--- src/rtl/sdh_fifo_pkg.sv ---
package sdh_fifo_pkg;

  localparam int BCODE_W = 3;
  localparam int BEAT_W  = 4;

  typedef enum logic {
    DMA_IDLE  = 1'b0,
    DMA_BURST = 1'b1
  } dma_st_e;

  // Burst code to beat count; codes without a defined length fall back to one beat.
  function automatic logic [BEAT_W-1:0] burst_beats(input logic [BCODE_W-1:0] code);
    logic [BEAT_W-1:0] n;
    case (code)
      3'd1:    n = BEAT_W'(4);
      3'd2:    n = BEAT_W'(8);
      default: n = BEAT_W'(1);
    endcase
    return n;
  endfunction

endpackage

--- src/rtl/sdh_fifo_store.sv ---
module sdh_fifo_store #(
  parameter  int DATA_W = 32,
  parameter  int DEPTH  = 16,
  localparam int AW     = (DEPTH > 1) ? $clog2(DEPTH) : 1,
  localparam int CW     = $clog2(DEPTH + 1)
) (
  input  logic              clk,
  input  logic              rst_n,
  input  logic              clr,
  input  logic              push,
  input  logic [DATA_W-1:0] wdata,
  input  logic              pop,
  output logic [DATA_W-1:0] rdata,
  output logic [CW-1:0]     count,
  output logic              full,
  output logic              empty
);

  logic [AW-1:0]     wr_ptr_q, wr_ptr_d;
  logic [AW-1:0]     rd_ptr_q, rd_ptr_d;
  logic [CW-1:0]     cnt_q, cnt_d;
  logic [DATA_W-1:0] mem_q [DEPTH];
  logic              push_ok, pop_ok;

  function automatic logic [AW-1:0] ptr_inc(input logic [AW-1:0] p);
    return (p == AW'(DEPTH - 1)) ? '0 : p + AW'(1);
  endfunction

  assign full    = (cnt_q == CW'(DEPTH));
  assign empty   = (cnt_q == '0);
  assign push_ok = push & ~full & ~clr;
  assign pop_ok  = pop & ~empty & ~clr;

  always_comb begin
    wr_ptr_d = wr_ptr_q;
    rd_ptr_d = rd_ptr_q;
    cnt_d    = cnt_q;
    if (clr) begin
      wr_ptr_d = '0;
      rd_ptr_d = '0;
      cnt_d    = '0;
    end else begin
      if (push_ok) wr_ptr_d = ptr_inc(wr_ptr_q);
      if (pop_ok)  rd_ptr_d = ptr_inc(rd_ptr_q);
      case ({push_ok, pop_ok})
        2'b10:   cnt_d = cnt_q + CW'(1);
        2'b01:   cnt_d = cnt_q - CW'(1);
        default: cnt_d = cnt_q;
      endcase
    end
  end

  always_ff @(posedge clk or negedge rst_n) begin
    if (!rst_n) begin
      wr_ptr_q <= '0;
      rd_ptr_q <= '0;
      cnt_q    <= '0;
    end else begin
      wr_ptr_q <= wr_ptr_d;
      rd_ptr_q <= rd_ptr_d;
      cnt_q    <= cnt_d;
    end
  end

  // Storage array: no reset, written only under its enable.
  always_ff @(posedge clk) begin
    if (push_ok) mem_q[wr_ptr_q] <= wdata;
  end

  assign rdata = mem_q[rd_ptr_q];
  assign count = cnt_q;

endmodule

--- src/rtl/sdh_fifo_wmark.sv ---
module sdh_fifo_wmark #(
  parameter  int CW    = 5,
  parameter  int THR_W = 12,
  localparam int XW    = (CW > THR_W) ? CW : THR_W
) (
  input  logic [CW-1:0]    count,
  input  logic [THR_W-1:0] rx_thr,
  input  logic [THR_W-1:0] tx_thr,
  output logic             rx_wm,
  output logic             tx_wm
);

  logic [XW-1:0] cnt_x, rx_x, tx_x;

  always_comb begin
    cnt_x = XW'(count);
    rx_x  = XW'(rx_thr);
    tx_x  = XW'(tx_thr);
    rx_wm = (cnt_x > rx_x);
    tx_wm = (cnt_x <= tx_x);
  end

endmodule

--- src/rtl/sdh_fifo_dma.sv ---
module sdh_fifo_dma import sdh_fifo_pkg::*; #(
  parameter  int DEPTH = 16,
  localparam int CW    = $clog2(DEPTH + 1),
  localparam int XW    = (CW > BEAT_W) ? CW : BEAT_W
) (
  input  logic               clk,
  input  logic               rst_n,
  input  logic               clr,
  input  logic               dir_rx,
  input  logic [BCODE_W-1:0] burst_code,
  input  logic               ack,
  input  logic [CW-1:0]      count,
  output logic               req
);

  dma_st_e           st_q, st_d;
  logic [BEAT_W-1:0] left_q, left_d;
  logic [BEAT_W-1:0] beats;
  logic [CW-1:0]     space;
  logic [XW-1:0]     avail, need;
  logic              start;

  always_comb begin
    beats = burst_beats(burst_code);
    space = CW'(DEPTH) - count;
    avail = dir_rx ? XW'(count) : XW'(space);
    need  = XW'(beats);
    start = (avail >= need);
  end

  always_comb begin
    st_d   = st_q;
    left_d = left_q;
    if (clr) begin
      st_d   = DMA_IDLE;
      left_d = '0;
    end else begin
      case (st_q)
        DMA_IDLE: begin
          if (start) begin
            st_d   = DMA_BURST;
            left_d = beats;
          end
        end
        DMA_BURST: begin
          if (ack) begin
            if (left_q == BEAT_W'(1)) begin
              st_d   = DMA_IDLE;
              left_d = '0;
            end else begin
              left_d = left_q - BEAT_W'(1);
            end
          end
        end
        default: begin
          st_d   = DMA_IDLE;
          left_d = '0;
        end
      endcase
    end
  end

  always_ff @(posedge clk or negedge rst_n) begin
    if (!rst_n) begin
      st_q   <= DMA_IDLE;
      left_q <= '0;
    end else begin
      st_q   <= st_d;
      left_q <= left_d;
    end
  end

  assign req = (st_q == DMA_BURST);

endmodule

--- src/rtl/sdh_fifo_errflag.sv ---
module sdh_fifo_errflag (
  input  logic clk,
  input  logic rst_n,
  input  logic clr,
  input  logic set,
  input  logic w1c,
  output logic err
);

  logic err_q, err_d;

  always_comb begin
    err_d = err_q;
    if (clr)      err_d = 1'b0;
    else if (set) err_d = 1'b1;
    else if (w1c) err_d = 1'b0;
  end

  always_ff @(posedge clk or negedge rst_n) begin
    if (!rst_n) err_q <= 1'b0;
    else        err_q <= err_d;
  end

  assign err = err_q;

endmodule

--- src/rtl/sdh_data_fifo.sv ---
module sdh_data_fifo import sdh_fifo_pkg::*; #(
  parameter int DATA_W = 32,
  parameter int DEPTH  = 16,
  parameter int THR_W  = 12,
  parameter int OCC_W  = 13
) (
  input  logic               clk,
  input  logic               rst_n,
  input  logic               fifo_clr,
  input  logic               err_clr,
  input  logic               wr_en,
  input  logic [DATA_W-1:0]  wr_data,
  input  logic               rd_en,
  output logic [DATA_W-1:0]  rd_data,
  input  logic               dir_rx,
  input  logic [BCODE_W-1:0] burst_code,
  input  logic [THR_W-1:0]   rx_thr,
  input  logic [THR_W-1:0]   tx_thr,
  input  logic               dma_ack,
  output logic               dma_req,
  output logic [OCC_W-1:0]   occ,
  output logic               full,
  output logic               empty,
  output logic               rx_wm,
  output logic               tx_wm,
  output logic               err_flag
);

  localparam int CW = $clog2(DEPTH + 1);

  logic [CW-1:0] count;
  logic          fault;

  sdh_fifo_store #(.DATA_W(DATA_W), .DEPTH(DEPTH)) u_store (
    .clk   (clk),
    .rst_n (rst_n),
    .clr   (fifo_clr),
    .push  (wr_en),
    .wdata (wr_data),
    .pop   (rd_en),
    .rdata (rd_data),
    .count (count),
    .full  (full),
    .empty (empty)
  );

  sdh_fifo_wmark #(.CW(CW), .THR_W(THR_W)) u_wmark (
    .count  (count),
    .rx_thr (rx_thr),
    .tx_thr (tx_thr),
    .rx_wm  (rx_wm),
    .tx_wm  (tx_wm)
  );

  sdh_fifo_dma #(.DEPTH(DEPTH)) u_dma (
    .clk        (clk),
    .rst_n      (rst_n),
    .clr        (fifo_clr),
    .dir_rx     (dir_rx),
    .burst_code (burst_code),
    .ack        (dma_ack),
    .count      (count),
    .req        (dma_req)
  );

  assign fault = ~fifo_clr & ((wr_en & full) | (rd_en & empty));

  sdh_fifo_errflag u_err (
    .clk   (clk),
    .rst_n (rst_n),
    .clr   (fifo_clr),
    .set   (fault),
    .w1c   (err_clr),
    .err   (err_flag)
  );

  assign occ = OCC_W'(count);

endmodule

--- config.mk ---
export PLATFORM = sky130hd
export DESIGN_NAME = sdh_data_fifo
export DESIGN_NICKNAME = d
export VERILOG_FILES = /design/src/rtl/sdh_fifo_pkg.sv /design/src/rtl/sdh_fifo_store.sv /design/src/rtl/sdh_fifo_wmark.sv /design/src/rtl/sdh_fifo_dma.sv /design/src/rtl/sdh_fifo_errflag.sv /design/src/rtl/sdh_data_fifo.sv
export SDC_FILE = /design/constraint.sdc
export NUM_CORES = 1
export LEC_CHECK = 0
export ABC_AREA = 1
export BUFFER_PORTS_ARGS = -buffer_cell sky130_fd_sc_hd__buf_2
export CAP_MARGIN = 20
export CELL_PAD_IN_SITES_DETAIL_PLACEMENT = 0
export CELL_PAD_IN_SITES_GLOBAL_PLACEMENT = 1
export CORE_MARGIN = 2
export CORE_UTILIZATION = 52
export CTS_BUF_LIST = sky130_fd_sc_hd__clkbuf_4 sky130_fd_sc_hd__clkbuf_8
export DETAILED_ROUTE_END_ITERATION = 6
export PLACE_DENSITY = 0.9
export SETUP_SLACK_MARGIN = 0.3
export SYNTH_ARGS = -nofsm -noshare
export SYNTH_HDL_FRONTEND = slang
export SYNTH_SLANG_ARGS = --single-unit
--- constraint.sdc ---
create_clock -name clk -period 5.9 [get_ports clk]
set_input_delay 0.59 -clock clk [delete_from_list [all_inputs] [get_ports clk]]
set_output_delay 0.59 -clock clk [all_outputs]
set_load 0.03 [all_outputs]
==> run metrics <==
status=complete, no violations; R2R Path Start=u_store.count[1]; post-synth cell types=31; crit path kind=flip-flop to output port; Post-DRT Antenna Nets=0; Clock Tree Buf Depth=3; Setup Viol. Count Final=0; fraction of layout cells with a size suffix above 1=about 16%; synthesized instance count=1,712; TritonRoute pass-1 iters=5; Hold Crit Class=input pin to flip-flop; # DRC=0; max-slew violation count=0; RD Place Congestion=about 0.80; vias in the first global route=13.91k; Vias=14.23k; final clock skew=~28 ps; part of the Yosys area used for sequential elements=73.13%; CP max FO=between 100 and 150; Fin. Hold Viols=0; fin area=approximately 24,000 um^2; WL per Instance=between 20 and 25 um; Synth Register Bits=around 530; port buffer count=roughly 110; Post-Syn Area per Cell=roughly 13 um^2; Final HPWL DP=25,030 um; Placed Area=between 20,000 and 25,000 um^2; Die Y=208.2 um; Fin Setup TNS=0 ps; H-tree levels=3; Startpoint Class=flip-flop; Worst-path clk slew=approximately 60 ps; Max-slew headroom=a little over a fifth; Synth top area share=70.94%; Worst R2R Setup Slack=2400 ps; Die X=~210 um; Max Fclk=229.8 MHz; cell area after synthesis=21,670 um^2; Synthesis Warnings=0; Synth area leaders=edfxtp_1, nor2_1, o21ai_0; final wirelength=about 50,000 um; largest net degree at the start of global routing=134; RSZ-0062 raised after global routing=false; Crit path required time=5310 ps; total grt overflow=0; initial antenna violation count=2; Rows=74; power density cells=around 420 nW/um^2; Final #Nets=about 1.9k; first-pass GRT wire length=between 70,000 and 80,000 um; Final min period=between 4000 and 5000 ps; Num CTS Buffers=84; Hold Crit Start=wr_en; Slew @ Worst Pin=between 1000 and 1500 ps; die area=between 40,000 and 50,000 um^2; DRT iter0 DRCs=roughly 1.5k; Root Buffer=clkbuf_8; TritonCTS clock tree=built; starting density of the core=between 50% and 60%; cells on worst reg2reg path=11; reg2reg end=u_store.mem_q[8][11]; post-synth top area cell=edfxtp_1; IO Pins=roughly 120; fin crit share=approximately three quarters; crit end category=output port; clock latency at the later pin of the worst-skew pair=640 ps; most frequent cells in the layout=edfxtp_1, nor2_1, o21ai_0; most common cell after layout, fill and taps aside=edfxtp_1; Worst Hold End=u_err.err; Util after Layout=59.29%; leak pwr=8.344 nW; worst IR drop on VDD=roughly 250 uV; worst hold stages=3; GRT Util Overall=a little under a quarter; Max-Cap Viols=0; core area=approximately 40,000 um^2; Syn-to-layout area delta=12.20%; via/cell ratio=5.857; data arrival time of the worst path=between 3000 and 4000 ps; CTS sink count=531
-- through the flow --
step                power (W)  cells  hold WS [ps]  setup WS, ps
detailed placement   0.007259   2275         490.7          2260
floorplan            0.006580   1719         294.4          1281
finish                0.01023   2429         242.3          1548
global placement     0.007177   2275         471.6          2282
global route          0.01079   2429         230.0          1260
CTS                   0.01029   2427         202.2          1587
-- routing by layer --
metal	wire (um)	vias to the layer above	track usage [%]
met5	16	-	0
met3	4181	87	4.060
met4	1008	2	7.418
li1	-	6542	-
met2	24620	624	38.01
met1	20360	6972	31.21
-- registers in the layout, indices dropped and copies added, names as in the netlist --
register and count:
u_store.mem_q 512, u_store.count 5, u_dma.left_q 4, u_store.rd_ptr_q 4, u_store.wr_ptr_q 4, u_dma.req 1
u_err.err 1
-- synth_stat cells, drive strengths merged --
cell	number
o21a	1
a31oi	1
nor4	2
buf	63
xor2	5
ha	24
inv	48
nor2	369
conb	1
edfxtp	512
dfrtp	19
o21bai	1
xnor2	1
o22ai	70
clkinv	1
clkbuf	52
o2111ai	1
a21oi	65
nor3	17
nand3	19
a22oi	1
o211ai	69
nand4	3
o21ai	310
nand2	57
-- cell families (layout without fill, tap and decap cells) --
group	Yosys count	count (layout)	synth area share (%)
adders and majority gates	24	24	1.386
and+or+nand+nor	467	467	8.377
AOI/OAI and AO/OA	519	519	13.24
xor gates and xnor gates	6	6	0.2425
other	1	9	0.01730
DFF	531	531	73.13
buffers and inverters	164	341	3.602
-- critical path, stage by stage (launching register included) --
cell and delay, ps:
dfrtp_4 740, inv_6 780, buf_4 550, nor2_1 90, nor2_1 120, o21ai_0 120
a21oi_1 170, a21oi_1 60, o21ai_1 210, buf_2 240
-- where the power goes --
part           internal, W  switching (W)  total (W)
logic             0.000865        0.00197    0.00284
registers          0.00422       0.000130    0.00435
clock network      0.00165        0.00139    0.00305
-- final cells by class --
class | instances | area, um^2
multi-input cells | 1024 | 5159
well taps | 532 | 665.6
clock inverters | 39 | 279.0
inverters | 49 | 192.7
clock buffers | 112 | 1373
diodes | 1 | 2.502
repair buffers | 141 | 792.0
flip-flops and latches | 531 | 15860
fillers | 3146 | 16700
-- worst max-delay path by stage --
stage                              from                    to  slack [ps]  depth (start not counted)
floorplan              u_store.count[0]  u_store.mem_q[10][0]        1280                         10
global placement    u_store.rd_ptr_q[0]            rd_data[2]        2280                          9
detailed placement  u_store.rd_ptr_q[0]            rd_data[2]        2260                          9
CTS                 u_store.rd_ptr_q[0]            rd_data[2]        1590                          9
global route        u_store.rd_ptr_q[0]           rd_data[18]        1260                          9
finish              u_store.rd_ptr_q[0]           rd_data[18]        1550                          9
-- timing repair --
item,4_1_cts,5_1_grt
hold buffers,1,0
endpoints found under the hold margin,19,0
setup buffers,0,0
resized for setup,0,0
Note: power is estimated with default switching activity, not from simulation.
